### src/rtl/dmt_pkg.sv
package dmt_pkg;
  typedef logic [3:0] digit_t;
  localparam digit_t DIGIT_MAX = 4'd9;
  localparam digit_t DIGIT_MIN = 4'd0;
endpackage

### src/rtl/dmt_decade.sv
module dmt_decade
  import dmt_pkg::*;
(
  input  logic   clk,
  input  logic   rst_n,
  input  logic   adv_i,
  output digit_t q_o,
  output logic   carry_o
);
  digit_t q_r;
  digit_t q_nxt;

  always_comb begin
    q_nxt = q_r;
    if (adv_i) begin
      if (q_r == DIGIT_MAX) q_nxt = DIGIT_MIN;
      else                  q_nxt = q_r + 4'd1;
    end
  end

  always_ff @(posedge clk or negedge rst_n) begin
    if (!rst_n)     q_r <= DIGIT_MIN;
    else if (adv_i) q_r <= q_nxt;
  end

  assign q_o     = q_r;
  assign carry_o = adv_i && (q_r == DIGIT_MAX);

  p_digit_range_r2: assert property (@(posedge clk) disable iff (!rst_n)
    q_r <= DIGIT_MAX);
  p_wrap_r2: assert property (@(posedge clk) disable iff (!rst_n)
    (adv_i && q_r == DIGIT_MAX) |=> (q_r == DIGIT_MIN));
  p_idle_r3: assert property (@(posedge clk) disable iff (!rst_n)
    !adv_i |=> $stable(q_r));
endmodule

### src/rtl/dmt_match.sv
module dmt_match
  import dmt_pkg::*;
#(
  parameter int NUM_DEC = 4,
  localparam int W = 4 * NUM_DEC
) (
  input  logic         clk,
  input  logic         rst_n,
  input  logic [W-1:0] count_i,
  input  logic [W-1:0] target_i,
  input  logic         top_carry_i,
  output logic         hold_o,
  output logic         match_o
);
  logic [NUM_DEC-1:0] dig_eq;
  logic [NUM_DEC-1:0] dig_zero;
  logic all_eq, zero_tgt, hit_now;
  logic norm_q, wrap_q, norm_nxt, wrap_nxt;

  for (genvar i = 0; i < NUM_DEC; i++) begin : g_cmp
    assign dig_eq[i]   = count_i[4*i +: 4] == target_i[4*i +: 4];
    assign dig_zero[i] = target_i[4*i +: 4] == DIGIT_MIN;
  end

  assign all_eq   = &dig_eq;
  assign zero_tgt = &dig_zero;
  assign hit_now  = all_eq && !zero_tgt;

  always_comb begin
    norm_nxt = norm_q | hit_now;
    wrap_nxt = wrap_q | (top_carry_i && zero_tgt);
  end

  always_ff @(posedge clk or negedge rst_n) begin
    if (!rst_n) begin
      norm_q <= 1'b0;
      wrap_q <= 1'b0;
    end else begin
      norm_q <= norm_nxt;
      wrap_q <= wrap_nxt;
    end
  end

  assign match_o = norm_q | wrap_q;
  assign hold_o  = match_o | hit_now;

  p_sticky_r6: assert property (@(posedge clk) disable iff (!rst_n)
    match_o |=> match_o);
  p_hit_r4: assert property (@(posedge clk) disable iff (!rst_n)
    hit_now |=> match_o);
  p_zero_wait_r5: assert property (@(posedge clk) disable iff (!rst_n)
    (zero_tgt && !top_carry_i && !match_o) |=> !match_o);
endmodule

### src/rtl/decade_match_timer.sv
module decade_match_timer
  import dmt_pkg::*;
#(
  parameter int NUM_DEC = 4,
  localparam int W = 4 * NUM_DEC
) (
  input  logic         clk,
  input  logic         rst_n,
  input  logic         gate_en,
  input  logic         tick,
  input  logic [W-1:0] target,
  output logic         match,
  output logic [W-1:0] count
);
  logic [NUM_DEC-1:0] adv;
  logic [NUM_DEC-1:0] carry;
  logic hold;

  assign adv[0] = gate_en && tick && !hold;

  for (genvar i = 0; i < NUM_DEC; i++) begin : g_dec
    if (i > 0) begin : g_chain
      assign adv[i] = carry[i-1];
    end
    dmt_decade u_dec (
      .clk     (clk),
      .rst_n   (rst_n),
      .adv_i   (adv[i]),
      .q_o     (count[4*i +: 4]),
      .carry_o (carry[i])
    );
  end

  dmt_match #(.NUM_DEC(NUM_DEC)) u_match (
    .clk         (clk),
    .rst_n       (rst_n),
    .count_i     (count),
    .target_i    (target),
    .top_carry_i (carry[NUM_DEC-1]),
    .hold_o      (hold),
    .match_o     (match)
  );

  p_freeze_r6: assert property (@(posedge clk) disable iff (!rst_n)
    match |=> $stable(count));
  p_gate_r3: assert property (@(posedge clk) disable iff (!rst_n)
    !(gate_en && tick) |=> $stable(count));
endmodule

### config.mk
export PLATFORM = sky130hd
export DESIGN_NAME = decade_match_timer
export DESIGN_NICKNAME = d
export VERILOG_FILES = /design/src/rtl/dmt_pkg.sv /design/src/rtl/dmt_decade.sv /design/src/rtl/dmt_match.sv /design/src/rtl/decade_match_timer.sv
export SDC_FILE = /design/constraint.sdc
export NUM_CORES = 1
export LEC_CHECK = 0
export BUFFER_PORTS_ARGS = -buffer_cell sky130_fd_sc_hd__buf_2
export CORE_UTILIZATION = 40
export CTS_BUF_LIST = sky130_fd_sc_hd__clkbuf_2
export CTS_CLUSTER_DIAMETER = 120
export DETAILED_ROUTE_END_ITERATION = 6
export GPL_TIMING_DRIVEN = 0
export PLACE_DENSITY = 0.75
export SYNTH_ARGS = -nofsm -noshare
export SYNTH_HDL_FRONTEND = slang
export SYNTH_SLANG_ARGS = --single-unit
### constraint.sdc
create_clock -name clk -period 4.1 [get_ports clk]
set_input_delay 1.23 -clock clk [delete_from_list [all_inputs] [get_ports clk]]
set_output_delay 1.23 -clock clk [all_outputs]
set_load 0.05 [all_outputs]
==> results.sh <==
export IMPL_yosysSeqAreaShare=0.349
export IMPL_first_pass_iters=4
export IMPL_initial_core_util=0.423
export IMPL_grt_start_max_net_pins=19
export IMPL_yosysWarnings=0
export IMPL_hold_viol=0
export IMPL_avgSynthCellArea_um2=10.3
export IMPL_cts_root_buffer="clkbuf_2"
export IMPL_synth_distinct_cells=45
export IMPL_cts_made_buffers=3
export IMPL_fin_worst_skew_ns=0.0132
export IMPL_die_w_um=58.8
export IMPL_synth_seq_cells=18
export IMPL_drt_wirelength_per_cell_um=15.2
export IMPL_synthDominantCellAreaShare=0.349
export IMPL_via_count=1151
export IMPL_clock_latency_ns=0.32
export IMPL_hpwlAfterDp_mm=2.47
export IMPL_drt_initial_drc_count=20
export IMPL_ctsHtreeMaxLevel=1
export IMPL_async_flop_share=1.00
export IMPL_clock_fmax_mhz=355
export IMPL_cap_violations=0
export IMPL_reg2reg_from="g_dec[0].u_dec.q_o[2]"
export IMPL_crit_type="input pin to flop"
export IMPL_endpoint_kind="flop"
export IMPL_synth_top_cell_by_area="dfrtp_1"
export IMPL_gp_congestion=0.891
export IMPL_path_clk_slew_ns=0.18
export IMPL_leakagePower_nw=0.679
export IMPL_peakVddDrop_mv=0.219
export IMPL_whs_path_depth=1
export IMPL_min_delay_worst_endpoint="u_match.norm_q"
export IMPL_tritoncts="built"
export IMPL_wirelength_mm=3.18
export IMPL_synth_edf_count=0
export IMPL_die_h_um=58.8
export IMPL_p_per_area_nw_per_um2=491
export IMPL_first_global_vias=1071
export IMPL_whs_ns=0.498
export IMPL_grt_remaining_overflow=0
export IMPL_syn_area_um2=1290
export IMPL_cp_required_ns=4.33
export IMPL_ctsResizeCount=0
export IMPL_tightest_slew_ns=0.515
export IMPL_stdcell_area_um2=1540
export IMPL_cp_max_fo=7
export IMPL_finalCritPeriodShare=0.687
export IMPL_io_pins=37
export IMPL_drtAntennaViolNets=0
export IMPL_final_setup_tns_ns=0
export IMPL_core_area_um2=3050
export IMPL_rsz0062_at_grt="false"
export IMPL_yosysMostFrequentCell="dfrtp_1"
export IMPL_synth_area_top_cells="dfrtp_1 35%, xnor2_1 12%, xor2_1 4.8%"
export IMPL_dpl_cell_area_um2=1530
export IMPL_outcome="complete, no violations"
export IMPL_antennaDiodeCount=0
export IMPL_r2r_end="g_dec[3].u_dec.q_o[1]"
export IMPL_antenna_found_initial=0
export IMPL_hold_buffers=0
export IMPL_start_kind="input pin"
export IMPL_track_usage=0.201
export IMPL_io_buffers=36
export IMPL_netlist_instances=125
export IMPL_rrSetupSlack_ns=1.73
export IMPL_drive_above_1_share=0.339
export IMPL_nets=186
export IMPL_grt_pass1_wl_mm=5.15
export IMPL_postCtsSetupRepairBufs=0
export IMPL_min_period_ns=2.82
export IMPL_finalSetupViolCount=0
export IMPL_synthFlopType="dfrtp_1"
export IMPL_synth_common_cells="18 x dfrtp_1, 17 x xnor2_1, 8 x inv_1"
export IMPL_drv_slew=0
export IMPL_hold_start="u_match.norm_q"
export IMPL_r2r_cells=6
export IMPL_synth_fp_nets=145
export IMPL_drc=0
export IMPL_dieArea_um2=3460
export IMPL_worstPathArrival_ns=3.05
export IMPL_max_slew_margin_rel=0.648
export IMPL_cts_sinks=18
export IMPL_area_growth_syn_to_layout_pct=19.7
export IMPL_cts_path_max_buffers=2
export IMPL_hold_class="flop to flop"
export IMPL_routed_via_density=5.51
export IMPL_rows=20
-- cell type report --
class	count	area (µm²)
Multi-Input combinational cell	93	764
Sequential cell	18	450
Clock buffer	3	15.0
Buffer	6	45.0
Clock inverter	1	3.75
Inverter	8	30.0
Fill cell	308	1510
Tap cell	44	55.1
Timing Repair Buffer	36	180
-- routing by layer --
| layer | global-route usage | routed length, µm | vias to the layer above |
|---|---|---|---|
| met2 | 0.304 | 1360 | 49 |
| met1 | 0.306 | 1630 | 550 |
| met3 | 0.0330 | 173 | 3 |
| met5 | 0 | 0 | - |
| met4 | 0.0306 | 23 | 0 |
| li1 | - | - | 549 |
-- state kept, by name (all words and copies together), names as in the netlist --
signal	count
u_match.wrap_q	1
g_dec.u_dec.q_o	16
u_match.norm_q	1
-- where the power goes --
group	total (W)	internal [W]	switching [W]
Combinational	0.000375	0.000124	0.000251
Clock	0.0000793	0.0000212	0.0000581
Sequential	0.000303	0.000217	0.0000860
-- cells by family (layout without fill, tap and decap cells) --
family | count (synthesis) | in the layout | share of synthesized area
flops | 18 | 18 | 0.349
buf+inv | 14 | 54 | 0.0582
compound gates | 26 | 26 | 0.193
simple gates | 39 | 39 | 0.204
xor+xnor | 24 | 24 | 0.163
mux | 4 | 4 | 0.0330
-- metrics by stage --
| step | power [W] | instances | util | setup slack, ns |
|---|---|---|---|---|
| 5_1_grt | 0.000797 | 209 | 0.506 | 1.26 |
| 4_1_cts | 0.000757 | 209 | 0.506 | 1.30 |
| 2_1_floorplan | 0.000574 | 125 | - | 1.13 |
| 3_5_place_dp | 0.000678 | 205 | 0.500 | 0.941 |
| 3_3_place_gp | 0.000665 | 205 | 0.500 | 0.978 |
| 6_report | 0.000758 | 209 | 0.506 | 1.28 |
-- placed cells by master (no fill, tap or decap), types with 4 or more instances in the layout --
cell type   n
a211oi_1    4
a21oi_1     4
nand2_1     4
buf_2      36
inv_1       8
nand4_1     7
xor2_1      7
dfrtp_1    18
nor4_1      6
xnor2_1    17
nor2_1      7
clkbuf_2    4
-- critical path: stages --
cell      delay, ns
buf_2          0.07
and4bb_2       0.30
nand4_4        0.16
or4b_4         0.55
buf_6          0.16
a211oi_2       0.21
mux2_2         0.37
-- how the worst max path moves through the flow --
stage / startpoint / end / slack, ns / cells past startpoint
final: gate_en / g_dec[3].u_dec.q_o[1] / 1.28 / 7
after detailed placement: gate_en / g_dec[3].u_dec.q_o[1] / 0.94 / 7
after global placement: gate_en / g_dec[3].u_dec.q_o[1] / 0.98 / 7
after global routing: gate_en / g_dec[3].u_dec.q_o[1] / 1.26 / 7
after CTS: gate_en / g_dec[3].u_dec.q_o[1] / 1.30 / 7
after floorplan: gate_en / g_dec[3].u_dec.q_o[1] / 1.13 / 6
No activity file was read; power rests on OpenSTA's default activity.
